File: src/rtl/argmax_pkg.sv
// Package: shared types for the sequential maximum-index finder.
// Assumes: nothing beyond IEEE 1800-2017 enums.
package argmax_pkg;
    typedef enum logic [1:0] {
        ST_IDLE = 2'd0,
        ST_SCAN = 2'd1,
        ST_DONE = 2'd2
    } scan_state_t;
endpackage

File: src/rtl/argmax_ctrl.sv
// Module: argmax_ctrl
// Controller of the search. It waits for start, runs one compare cycle per
// scanned entry and gives one finish cycle.
// Assumes: last_hit is high when the loop index is on the final entry.
module argmax_ctrl
    import argmax_pkg::*;
(
    input  logic clk,
    input  logic rst_n,
    input  logic start,
    input  logic last_hit,
    output logic idx_init,
    output logic idx_step,
    output logic best_init,
    output logic rd_en,
    output logic finish
);
    scan_state_t state_q;
    scan_state_t state_d;

    // State register with synchronous active-low reset.
    always_ff @(posedge clk) begin
        if (!rst_n) state_q <= ST_IDLE;
        else        state_q <= state_d;
    end

    // Next-state and control decode.
    always_comb begin
        state_d   = state_q;
        idx_init  = 1'b0;
        idx_step  = 1'b0;
        best_init = 1'b0;
        rd_en     = 1'b0;
        finish    = 1'b0;
        unique case (state_q)
            ST_IDLE: begin
                if (start) begin
                    idx_init  = 1'b1;
                    best_init = 1'b1;
                    state_d   = ST_SCAN;
                end
            end
            ST_SCAN: begin
                rd_en = 1'b1;
                if (last_hit) state_d  = ST_DONE;
                else          idx_step = 1'b1;
            end
            ST_DONE: begin
                finish  = 1'b1;
                state_d = ST_IDLE;
            end
            default: state_d = ST_IDLE;
        endcase
    end
endmodule

File: src/rtl/argmax_idx_reg.sv
// Module: argmax_idx_reg
// Loop index register. init loads 1, step adds 1, otherwise the value holds.
// Assumes: init and step are never high together.
module argmax_idx_reg #(
    parameter int IDX_W = 2
) (
    input  logic             clk,
    input  logic             rst_n,
    input  logic             init,
    input  logic             step,
    output logic [IDX_W-1:0] idx
);
    // Loop index update.
    always_ff @(posedge clk) begin
        if (!rst_n)    idx <= '0;
        else if (init) idx <= IDX_W'(1);
        else if (step) idx <= idx + IDX_W'(1);
    end
endmodule

File: src/rtl/argmax_best_reg.sv
// Module: argmax_best_reg
// Best-index register. init clears it to 0, load takes the scanned index.
// Assumes: init and load are never high together.
module argmax_best_reg #(
    parameter int IDX_W = 2
) (
    input  logic             clk,
    input  logic             rst_n,
    input  logic             init,
    input  logic             load,
    input  logic [IDX_W-1:0] cand,
    output logic [IDX_W-1:0] best
);
    // Best index update.
    always_ff @(posedge clk) begin
        if (!rst_n)    best <= '0;
        else if (init) best <= '0;
        else if (load) best <= cand;
    end
endmodule

File: src/rtl/argmax_cmp.sv
// Module: argmax_cmp
// Unsigned magnitude comparator. gt is high when a is strictly above b.
// Assumes: both operands are unsigned.
module argmax_cmp #(
    parameter int W = 8
) (
    input  logic [W-1:0] a,
    input  logic [W-1:0] b,
    output logic         gt
);
    // Strict unsigned compare.
    always_comb gt = (a > b);
endmodule

File: src/rtl/argmax_seq.sv
// Module: argmax_seq (top)
// Finds the index of the largest entry of an external DEPTH-entry register
// file. It reads one entry per cycle and reports the result with a one-cycle
// finish flag.
// Assumes: the register file returns data in the same cycle as the address,
// and DEPTH is at least 2.
module argmax_seq #(
    parameter int DATA_W = 8,
    parameter int DEPTH  = 4,
    localparam int IDX_W = $clog2(DEPTH)
) (
    input  logic              clk,
    input  logic              rst_n,
    input  logic              start,
    input  logic [DATA_W-1:0] cur_data,
    input  logic [DATA_W-1:0] best_data,
    output logic              rd_en,
    output logic [IDX_W-1:0]  cur_addr,
    output logic [IDX_W-1:0]  best_addr,
    output logic [IDX_W-1:0]  best_idx,
    output logic              finish
);
    localparam logic [IDX_W-1:0] LAST = IDX_W'(DEPTH - 1);

    logic             idx_init;
    logic             idx_step;
    logic             best_init;
    logic             last_hit;
    logic             cur_gt;
    logic             best_load;
    logic [IDX_W-1:0] idx_q;
    logic [IDX_W-1:0] best_q;

    // Datapath status and load decode.
    always_comb begin
        last_hit  = (idx_q == LAST);
        best_load = rd_en & cur_gt;
    end

    argmax_ctrl u_ctrl (
        .clk       (clk),
        .rst_n     (rst_n),
        .start     (start),
        .last_hit  (last_hit),
        .idx_init  (idx_init),
        .idx_step  (idx_step),
        .best_init (best_init),
        .rd_en     (rd_en),
        .finish    (finish)
    );

    argmax_idx_reg #(.IDX_W(IDX_W)) u_idx (
        .clk   (clk),
        .rst_n (rst_n),
        .init  (idx_init),
        .step  (idx_step),
        .idx   (idx_q)
    );

    argmax_best_reg #(.IDX_W(IDX_W)) u_best (
        .clk   (clk),
        .rst_n (rst_n),
        .init  (best_init),
        .load  (best_load),
        .cand  (idx_q),
        .best  (best_q)
    );

    argmax_cmp #(.W(DATA_W)) u_cmp (
        .a  (cur_data),
        .b  (best_data),
        .gt (cur_gt)
    );

    // Output mapping.
    always_comb begin
        cur_addr  = idx_q;
        best_addr = best_q;
        best_idx  = best_q;
    end
endmodule

File: config.mk
export PLATFORM = sky130hd
export DESIGN_NAME = argmax_seq
export DESIGN_NICKNAME = d
export VERILOG_FILES = /design/src/rtl/argmax_pkg.sv /design/src/rtl/argmax_ctrl.sv /design/src/rtl/argmax_idx_reg.sv /design/src/rtl/argmax_best_reg.sv /design/src/rtl/argmax_cmp.sv /design/src/rtl/argmax_seq.sv
export SDC_FILE = /design/constraint.sdc
export NUM_CORES = 1
export LEC_CHECK = 0
export BUFFER_PORTS_ARGS = -buffer_cell sky130_fd_sc_hd__buf_2
export CAP_MARGIN = 20
export CORE_AREA = 8 8 45 47
export DETAILED_ROUTE_END_ITERATION = 7
export DIE_AREA = 0 0 53 55
export GPL_ROUTABILITY_DRIVEN = 0
export GPL_TIMING_DRIVEN = 0
export PLACE_DENSITY = 0.82
export SYNTH_ARGS = -nofsm -noshare
export SYNTH_HDL_FRONTEND = slang
export SYNTH_SLANG_ARGS = --single-unit
File: constraint.sdc
create_clock -name clk -period 2.6 [get_ports clk]
set_input_delay 0.13 -clock clk [delete_from_list [all_inputs] [get_ports clk]]
set_output_delay 0.13 -clock clk [all_outputs]
set_load 0.01 [all_outputs]
==> results of run 1 <==
[cell type report]
cell class              count  area [um2]  area share, %
inverters                   9        33.8           4.87
multi-input cells          45         344           49.6
well taps                  16        20.0           2.89
clock buffers               3        22.5           3.25
plain buffers               3        22.5           3.25
flip-flops and latches      6         120           17.3
repair buffers             26         130           18.8
[per-stage QoR]
step	util [%]	hold slack (ps)	power (uW)	cell area, um2
2_1_floorplan	-	268	145	520
6_report	50.1	142	259	693
4_1_cts	50.1	145	259	693
3_5_place_dp	48.5	398	172	671
5_1_grt	50.1	170	275	693
3_3_place_gp	48.5	392	168	671
[critical path, stage by stage, from the launching register on]
cell	delay (ps)
dfxtp_1	390
nor2b_1	150
buf_4	160
nand2_4	50
a211o_1	300
nand3_1	90
a21boi_1	60
[metal layers]
layer  routed length, um  vias up  global-route usage (%)
li1                    -      277                       -
met1                 484      255                    9.13
met2                 721       26                    18.4
met3                  82        2                    1.87
met4                  10        0                    3.88
met5                   0        -                       0
[cell usage after synthesis, types with 2 or more instances]
cell type / n
dfxtp_1: 6
a21oi_1: 2
and3_1: 2
nand3_1: 2
inv_1: 9
nor2b_1: 3
ha_1: 9
o21ai_0: 2
nor2_1: 4
o211ai_1: 2
a21boi_0: 2
nand2_1: 3
o21ai_1: 2
a21boi_1: 2
buf_4: 3
[state kept, by name, summed over array words and instances, names as in the netlist]
signal / count
u_idx.idx: 2
u_ctrl.state_q: 2
u_best.best: 2
[report_power, final]
| part | internal [uW] | switching (uW) |
|---|---|---|
| registers | 96.1 | 4.45 |
| clock network | 52.4 | 36.3 |
| logic | 35.4 | 34.6 |
[path summary, 6_finish.rpt]
kind	end	from
max	u_best.best[1]$_SDFFE_PP0P_	u_ctrl.state_q[0]$_SDFFE_PN0P_
min	u_ctrl.state_q[0]$_SDFFE_PN0P_	rst_n
max reg2reg	u_best.best[1]$_SDFFE_PP0P_	u_ctrl.state_q[0]$_SDFFE_PN0P_
min reg2reg	u_best.best[0]$_SDFFE_PP0P_	u_best.best[0]$_SDFFE_PP0P_
[logic make-up (layout without fill, tap and decap cells)]
kind of cell    Yosys count  in the layout  share of synthesized area [%]
fa+ha+maj                 9              9                           21.6
simple gates             18             18                           19.5
flops                     6              6                           23.1
buf+inv                  12             41                           10.8
compound gates           18             18                           25.0
==> results.tsv, run 1 <==
metric	value	unit
dp_slack	1050	ps
cts_setup_buffers	0	
rsz0062_at_grt	false	
worst_pin_slew	268	ps
finClkSkew	5.77	ps
drt-initial-drc-count	14	
grt_pass1_vias	547	
maxCapViolations	0	
cp_max_fo	7	
powerDensity	374	nW/um2
hold_violations	0	
slew_violations	0	
synthArstFlopShare	0	%
cts.htree.levels	1	
core_area	1380	um2
max_clock_freq	0.753	GHz
grt-ovfl-total	0	
die_area	2920	um2
syn2layout_area_growth	33.2	%
worstPathRequired	2730	ps
yosysSeqAreaShare	23.1	%
arrival	1460	ps
vias_per_cell	5.19	
grt_pass1_wl	2100	um
antenna_found_initial	0	
die_w	53	um
vdd_ir_drop_max	0.000188	V
p_leak	0.000391	uW
cts_resized	0	
ant_nets	0	
final_layout_size_suffix_gt1_share	39.1	%
cts_buffer_depth	2	
fillCellCount	142	
grt_usage	9.29	%
period_share	51.1	%
drc	0	
avgRoutedWirePerCell	12.0	um
ff2ff_path_depth	6	
cts_made_buffers	3	
vias	560	
dr.pass1.iters	4	
start_util	37.6	%
clk_latency	250	ps
grt_max_degree	8	
relSlewSlack	82.0	%
totalWireLength	1300	um
synth_edf_count	0	
fin_setup_tns	0	ps
dp.cells	105	
port_buffers	26	
final_cell_mix	26 x buf_2, 9 x inv_1, 9 x ha_1	
ys_seq_elements	6	
placementRows	14	
fp.dieH	55	um
cts_tree	built	
finalSetupViolCount	0	
timing.final.ws_setup	1270	ps
synth_area	520	um2
dpl.hpwl	1120	um
avgSynthCellArea	8.26	um2
cts-root-buf	clkbuf_4	
cts.reportedPaths.clkPinSlew	50	ps
io_pins	27	
holdBufCountCts	0	
synth_top_cells_by_area	dfxtp_1 23%, ha_1 22%, inv_1 6.5%	
critical_path.startpoint_type	register	
status	finished, final reports clean	
n_antenna_cell	0	
hold_depth	2	
cts.sinks	6	
syn_inst	63	
hp-class	primary input to register	
nets	122	
cp-end-kind	register	
ys.flop_type	dfxtp_1	
synth_nets	91	
yosys.area.top_type	dfxtp_1	
crit_type	register to register	
ys_warn_count	0	
layout_commonest_cell	buf_2	
yosysUniqueCellTypes	25	
reg2reg_slack	1270	ps
finalNonFillerCells	108	
yosys.area.top_type_share	23.1	%
period_minus_slack	1330	ps
(Power assumes the default switching activity.)
==> run 2, diff against run 1 <==
==> constraint.sdc (replaced) <==
create_clock -name clk -period 1.4 [get_ports clk]
set_input_delay 0.07 -clock clk [delete_from_list [all_inputs] [get_ports clk]]
set_output_delay 0.07 -clock clk [all_outputs]
set_load 0.01 [all_outputs]
==> run 2 against run 1 <==
- cell area up 0.18%
- critical path depth did not move
- critical endpoint unchanged
- register-to-register slack lost 1100 ps
==> results.tsv, run 2 (synthesis gave the netlist of run 1 again) <==
metric	value	unit	change
final_layout_size_suffix_gt1_share	40.2	%	was 39.1%
grt-ovfl-total	0		unchanged
port_buffers	26		unchanged
fin_hold_ws	82.4	ps	was 142 ps
worst_pin_slew	268	ps	about the same
cp-end-kind	register		unchanged
finalSetupViolCount	0		unchanged
grt_max_degree	8		unchanged
grt_pass1_vias	547		unchanged
start_util	37.6	%	unchanged
placed_area	671	um2	unchanged
drc	0		unchanged
power_frac_clock	33.9	%	was 34.2%
slew_violations	0		unchanged
top_regs	u_best.best (2), u_ctrl.state_q (2), u_idx.idx (2)		unchanged
n_antenna_cell	0		unchanged
layout_commonest_cell	buf_2		unchanged
hold_violations	0		unchanged
drt-initial-drc-count	14		unchanged
vias_per_cell	5.18		was 5.19
die_area	2920	um2	unchanged
totalWireLength	1300	um	unchanged
placementRows	14		unchanged
ant_nets	0		unchanged
critical_path.startpoint_type	register		unchanged
syn2layout_area_growth	33.4	%	was 33.2%
period_share	91.1	%	was 51.1%
p_sw	138	uW	was 75.3 uW
io_pins	27		unchanged
arrival	1400	ps	was 1460 ps
finClkSkew	6.23	ps	was 5.77 ps
final_cell_mix	26 x buf_2, 9 x inv_1, 9 x ha_1		unchanged
core_area	1380	um2	unchanged
hold_depth	2		unchanged
cts_setup_buffers	0		unchanged
antenna_found_initial	0		unchanged
pwr-share-seq	39.0	%	was 38.8%
die_w	53	um	unchanged
intPower	342	uW	was 184 uW
dpl.hpwl	1120	um	unchanged
vias	559		was 560
maxCapViolations	0		unchanged
multi_input_area	344	um2	unchanged
fp.dieH	55	um	unchanged
cts.sinks	6		unchanged
dp.cells	105		unchanged
vdd_ir_drop_max	0.000346	V	was 0.000188 V
grt_pass1_wl	2100	um	unchanged
cts.htree.levels	1		unchanged
cts.reportedPaths.clkPinSlew	50	ps	about the same
clk_latency	250	ps	about the same
design_area	694	um2	was 693 um2
rsz0062_at_grt	false		unchanged
cts-root-buf	clkbuf_4		unchanged
ff_latch_area	121	um2	was 120 um2
hp-class	primary input to register		unchanged
cts_made_buffers	3		unchanged
swShare	28.7	%	was 29.1%
avgRoutedWirePerCell	12.0	um	unchanged
cts_tree	built		unchanged
cts_buffer_depth	2		unchanged
period_minus_slack	1270	ps	was 1330 ps
reg2reg_slack	130	ps	was 1270 ps
max_clock_freq	0.784	GHz	was 0.753 GHz
nets	122		unchanged
crit_type	register to register		unchanged
grt_usage	9.29	%	unchanged
dr.pass1.iters	4		unchanged
fillCellCount	141		was 142
ff2ff_path_depth	6		unchanged
status	finished, final reports clean		unchanged
cp_max_fo	7		unchanged
finalNonFillerCells	108		unchanged
p_leak	0.000391	uW	about the same
relSlewSlack	81.9	%	was 82.0%
powerDensity	691	nW/um2	was 374 nW/um2
pwr-share-comb	27.1	%	was 27.0%
worstPathRequired	1530	ps	was 2730 ps
[run 2: cell counts in the layout (fill, tap and decap cells not counted)]
No cell type changed its count.
[run 2: stage by stage]
stage | worst slack, ps | util [%] | total power, uW | setup TNS [ps]
2_1_floorplan | 85.9 | - | 268 | 0
3_3_place_gp | -64.9 | 48.5 | 312 | -129
3_5_place_dp | -86.9 | 48.5 | 320 | -165
4_1_cts | 80.6 | 50.1 | 481 | 0
5_1_grt | 30.3 | 50.2 | 512 | 0
6_report | 125 | 50.2 | 480 | 0
[run 2: final timing paths]
path	startpoint	to
setup / recovery	u_ctrl.state_q[0]$_SDFFE_PN0P_	u_best.best[1]$_SDFFE_PP0P_
setup reg to reg	u_ctrl.state_q[0]$_SDFFE_PN0P_	u_best.best[1]$_SDFFE_PP0P_
hold / removal	rst_n	u_ctrl.state_q[0]$_SDFFE_PN0P_
hold reg to reg	u_ctrl.state_q[0]$_SDFFE_PN0P_	u_idx.idx[0]$_SDFFE_PN0P_
[run 2: layout make-up]
class                   count  share of cell area (%)
plain buffers               3                    3.24
multi-input cells          45                    49.5
well taps                  16                    2.88
repair buffers             26                    18.7
clock buffers               3                    3.24
inverters                   9                    4.86
flip-flops and latches      6                    17.5
[run 2: per-layer routing]
layer / track usage [%] / routed length [um] / vias to the layer above
met2: 18.4 / 720 / 27
met3: 1.87 / 79 / 6
met4: 3.88 / 14 / 0
met5: 0 / 0 / -
met1: 9.13 / 485 / 249
li1: - / - / 277
[run 2: worst max-delay path, stage by stage (launching register included)]
cell,delay (ps)
dfxtp_2,360
nor2b_1,130
buf_4,160
nand2_4,50
a211o_1,300
nand3_1,90
a21boi_1,60
[run 2: what timing repair did]
item / 4_1_cts / 5_1_grt
endpoints found under the setup margin: 0 / 2
hold buffers: 0 / 0
gates resized for setup: 0 / 1
[run 2: power by group through the flow]
stage	registers, uW	logic, uW	clock network, uW
6_report	187	130	163
5_1_grt	188	148	175
4_1_cts	187	131	163
3_5_place_dp	190	130	0
3_3_place_gp	190	123	0
2_1_floorplan	191	77.5	0
==> run 3, diff against run 2 <==
--- a/config.mk
+++ b/config.mk
@@ -5,14 +5,15 @@
 export SDC_FILE = /design/constraint.sdc
 export NUM_CORES = 1
 export LEC_CHECK = 0
-export BUFFER_PORTS_ARGS = -buffer_cell sky130_fd_sc_hd__buf_2
+export ABC_AREA = 1
+export BUFFER_PORTS_ARGS = -buffer_cell sky130_fd_sc_hd__buf_4
 export CAP_MARGIN = 20
 export CORE_AREA = 8 8 45 47
 export DETAILED_ROUTE_END_ITERATION = 7
 export DIE_AREA = 0 0 53 55
 export GPL_ROUTABILITY_DRIVEN = 0
 export GPL_TIMING_DRIVEN = 0
-export PLACE_DENSITY = 0.82
+export PLACE_DENSITY = 0.84
 export SYNTH_ARGS = -nofsm -noshare
 export SYNTH_HDL_FRONTEND = slang
 export SYNTH_SLANG_ARGS = --single-unit
==> run 3 against run 2 <==
- largest power group is now combinational logic
- hold slack better by 54 ps
- flip-flop and latch count unchanged
- sequential share of layout area down 2.2 points
- highest routed layer unchanged
- die area unchanged
- largest cell class unchanged
- first-iteration DRC count down 71%
==> results.tsv, run 3 <==
metric	value	unit	change
cts-root-buf	clkbuf_4		unchanged
fp.dieH	55	um	unchanged
die_area	2920	um2	unchanged
cp-end-kind	register		unchanged
grt_usage	9.12	%	was 9.29%
dr.pass1.iters	4		unchanged
io_pins	27		unchanged
p_leak	0.000437	uW	was 0.000391 uW
vias_per_cell	4.57		was 5.18
core_area	1380	um2	unchanged
synthMostInstantiatedCell	inv_1		
avgRoutedWirePerCell	10.6	um	was 12.0 um
nets	132		was 122
final_cell_mix	28 x buf_4, 16 x inv_1, 12 x nand2_1		was 26 x buf_2, 9 x inv_1, 9 x ha_1
arrival	1250	ps	was 1400 ps
vdd_ir_drop_max	0.000429	V	was 0.000346 V
yosysSeqAreaShare	21.8	%	was 23.1%
cts_resized	0		unchanged
critical_path.startpoint_type	register		unchanged
synth_nets	101		was 91
yosys.area.top_type	dfxtp_1		unchanged
yosysUniqueCellTypes	21		was 25
grt-ovfl-total	0		unchanged
timing.final.ws_setup	328	ps	was 125 ps
syn2layout_area_growth	43.2	%	was 33.4%
hold_depth	3		was 2
yosys.area.top_type_share	21.8	%	was 23.1%
start_util	39.8	%	was 37.6%
cts_setup_buffers	0		unchanged
n_antenna_cell	0		unchanged
hp-start	rst_n		unchanged
fin_setup_tns	0	ps	unchanged
slew_violations	0		unchanged
totalWireLength	1250	um	was 1300 um
ant_nets	0		unchanged
cts_made_buffers	3		unchanged
fillCellCount	139		was 141
rr_endpoint	u_idx.idx[0]$_SDFFE_PN0P_		was u_best.best[1]$_SDFFE_PP0P_
hold_end	u_ctrl.state_q[0]$_SDFFE_PN0P_		unchanged
placementRows	14		unchanged
cts.reportedPaths.clkPinSlew	50	ps	about the same
ys_warn_count	0		unchanged
worstPathRequired	1580	ps	was 1530 ps
cp_max_fo	4		was 7
synth_top_cells_by_area	dfxtp_1 22%, ha_1 20%, inv_1 11%		was dfxtp_1 23%, ha_1 22%, inv_1 6.5%
ys_seq_elements	6		unchanged
antenna_found_initial	0		unchanged
die_w	53	um	unchanged
ff2ff_path_depth	5		was 6
synth_commonest_cells	16 x inv_1, 12 x nand2_1, 9 x ha_1, 6 x a21oi_1, 6 x dfxtp_1		was 9 x ha_1, 9 x inv_1, 6 x dfxtp_1, 4 x nor2_1
status	finished, final reports clean		unchanged
vias	539		was 559
cts_tree	built		unchanged
dp_slack	204	ps	was -86.9 ps
synthArstFlopShare	0	%	unchanged
cts.htree.levels	1		unchanged
synth_area	551	um2	was 520 um2
powerDensity	708	nW/um2	was 691 nW/um2
relSlewSlack	84.4	%	was 81.9%
grt_pass1_vias	537		was 547
clk_latency	250	ps	about the same
multi_input_area	342	um2	was 344 um2
period_minus_slack	1070	ps	was 1270 ps
grt_pass1_wl	1970	um	was 2100 um
ys.flop_type	dfxtp_1		unchanged
dpl.hpwl	1110	um	was 1120 um
drt-initial-drc-count	4		was 14
layout_commonest_cell	buf_4		was buf_2
maxCapViolations	0		unchanged
top_regs	u_best.best (2), u_ctrl.state_q (2), u_idx.idx (2)		unchanged
syn_inst	73		was 63
grt_max_degree	5		was 8
final_layout_size_suffix_gt1_share	41.2	%	was 40.2%
synth_edf_count	0		unchanged
ff_latch_area	120	um2	was 121 um2
rsz0062_at_grt	false		unchanged
fin_hold_ws	137	ps	was 82.4 ps
cts_buffer_depth	2		unchanged
avgSynthCellArea	7.54	um2	was 8.26 um2
hold_violations	0		unchanged
finClkSkew	2.27	ps	was 6.23 ps
drc	0		unchanged
period_share	76.5	%	was 91.1%
holdBufCountCts	0		unchanged
crit_type	register to register		unchanged
cts.sinks	6		unchanged
hp-class	primary input to register		unchanged
worst_pin_slew	234	ps	was 268 ps
max_clock_freq	0.933	GHz	was 0.784 GHz
port_buffers	26		unchanged
timing.rr.start	u_idx.idx[0]$_SDFFE_PN0P_		was u_ctrl.state_q[0]$_SDFFE_PN0P_
finalSetupViolCount	0		unchanged
reg2reg_slack	330	ps	was 130 ps
-- run 3: changes by cell type in the layout (fill, tap and decap cells not counted), sizes merged, moves of 2 or more --
cell / change
nand2: +10
o211ai: -2
nor2: +3
and3: -3
inv: +10
a21oi: +6
a21boi: -4
o21ai: -3
nor2b: -3
-- run 3: final cells by class --
cell class,count,share of cell area [%]
inverter,19,9.37
timing repair buffer,26,24.8
buffer,2,1.90
multi-input combinational,46,43.3
tap,16,2.54
clock buffer,3,2.86
sequential,6,15.2
-- run 3: how the worst max path moves through the flow --
stage                                        endpoint  slack, ps  cells past startpoint                 startpoint
after floorplan             u_idx.idx[0]$_SDFFE_PN0P_        360                      5  u_idx.idx[0]$_SDFFE_PN0P_
after global placement    u_best.best[1]$_SDFFE_PP0P_        220                      7                cur_data[7]
after detailed placement  u_best.best[0]$_SDFFE_PP0P_        200                      7                cur_data[7]
after CTS                   u_idx.idx[0]$_SDFFE_PN0P_        310                      5  u_idx.idx[0]$_SDFFE_PN0P_
after global routing        u_idx.idx[0]$_SDFFE_PN0P_        250                      5  u_idx.idx[0]$_SDFFE_PN0P_
final                       u_idx.idx[0]$_SDFFE_PN0P_        330                      5  u_idx.idx[0]$_SDFFE_PN0P_
-- run 3: kinds of logic after synthesis --
group / share of synthesized area [%]
AOI/OAI and AO/OA: 16.8
xor gates and xnor gates: 1.59
adders and majority gates: 20.5
buffers and inverters: 16.1
DFF: 21.8
and+or+nand+nor: 23.2
-- run 3: metal layers --
metal / global-route usage [%] / part of all wire, % / up-vias
met5: 0 / 0 / -
met1: 8.35 / 35 / 234
met2: 16.2 / 54 / 18
li1: - / - / 284
met3: 2.94 / 8.6 / 3
met4: 7.76 / 2.5 / 0
-- run 3: worst max-delay path, cell delays in order (launching register included) --
cell and delay (ps):
dfxtp_1 340, ha_1 200, inv_1 100, nand2_4 80, xor2_1 140, a21oi_1 130
-- run 3: power breakdown --
group | internal, uW | switching [uW] | total [uW]
Combinational | 102 | 97.2 | 199
Clock | 97.4 | 69.0 | 166
Sequential | 183 | 10.3 | 193
Total | 382 | 176 | 558
-- run 3: metrics by stage --
step                      utilization, %  instance area [um2]  power [uW]  std cells
after floorplan                        -                  551         317         73
after global placement              55.3                  766         390        115
after detailed placement            55.3                  766         398        115
after CTS                           57.0                  788         571        118
after global routing                57.0                  788         598        118
final                               57.0                  788         558        118
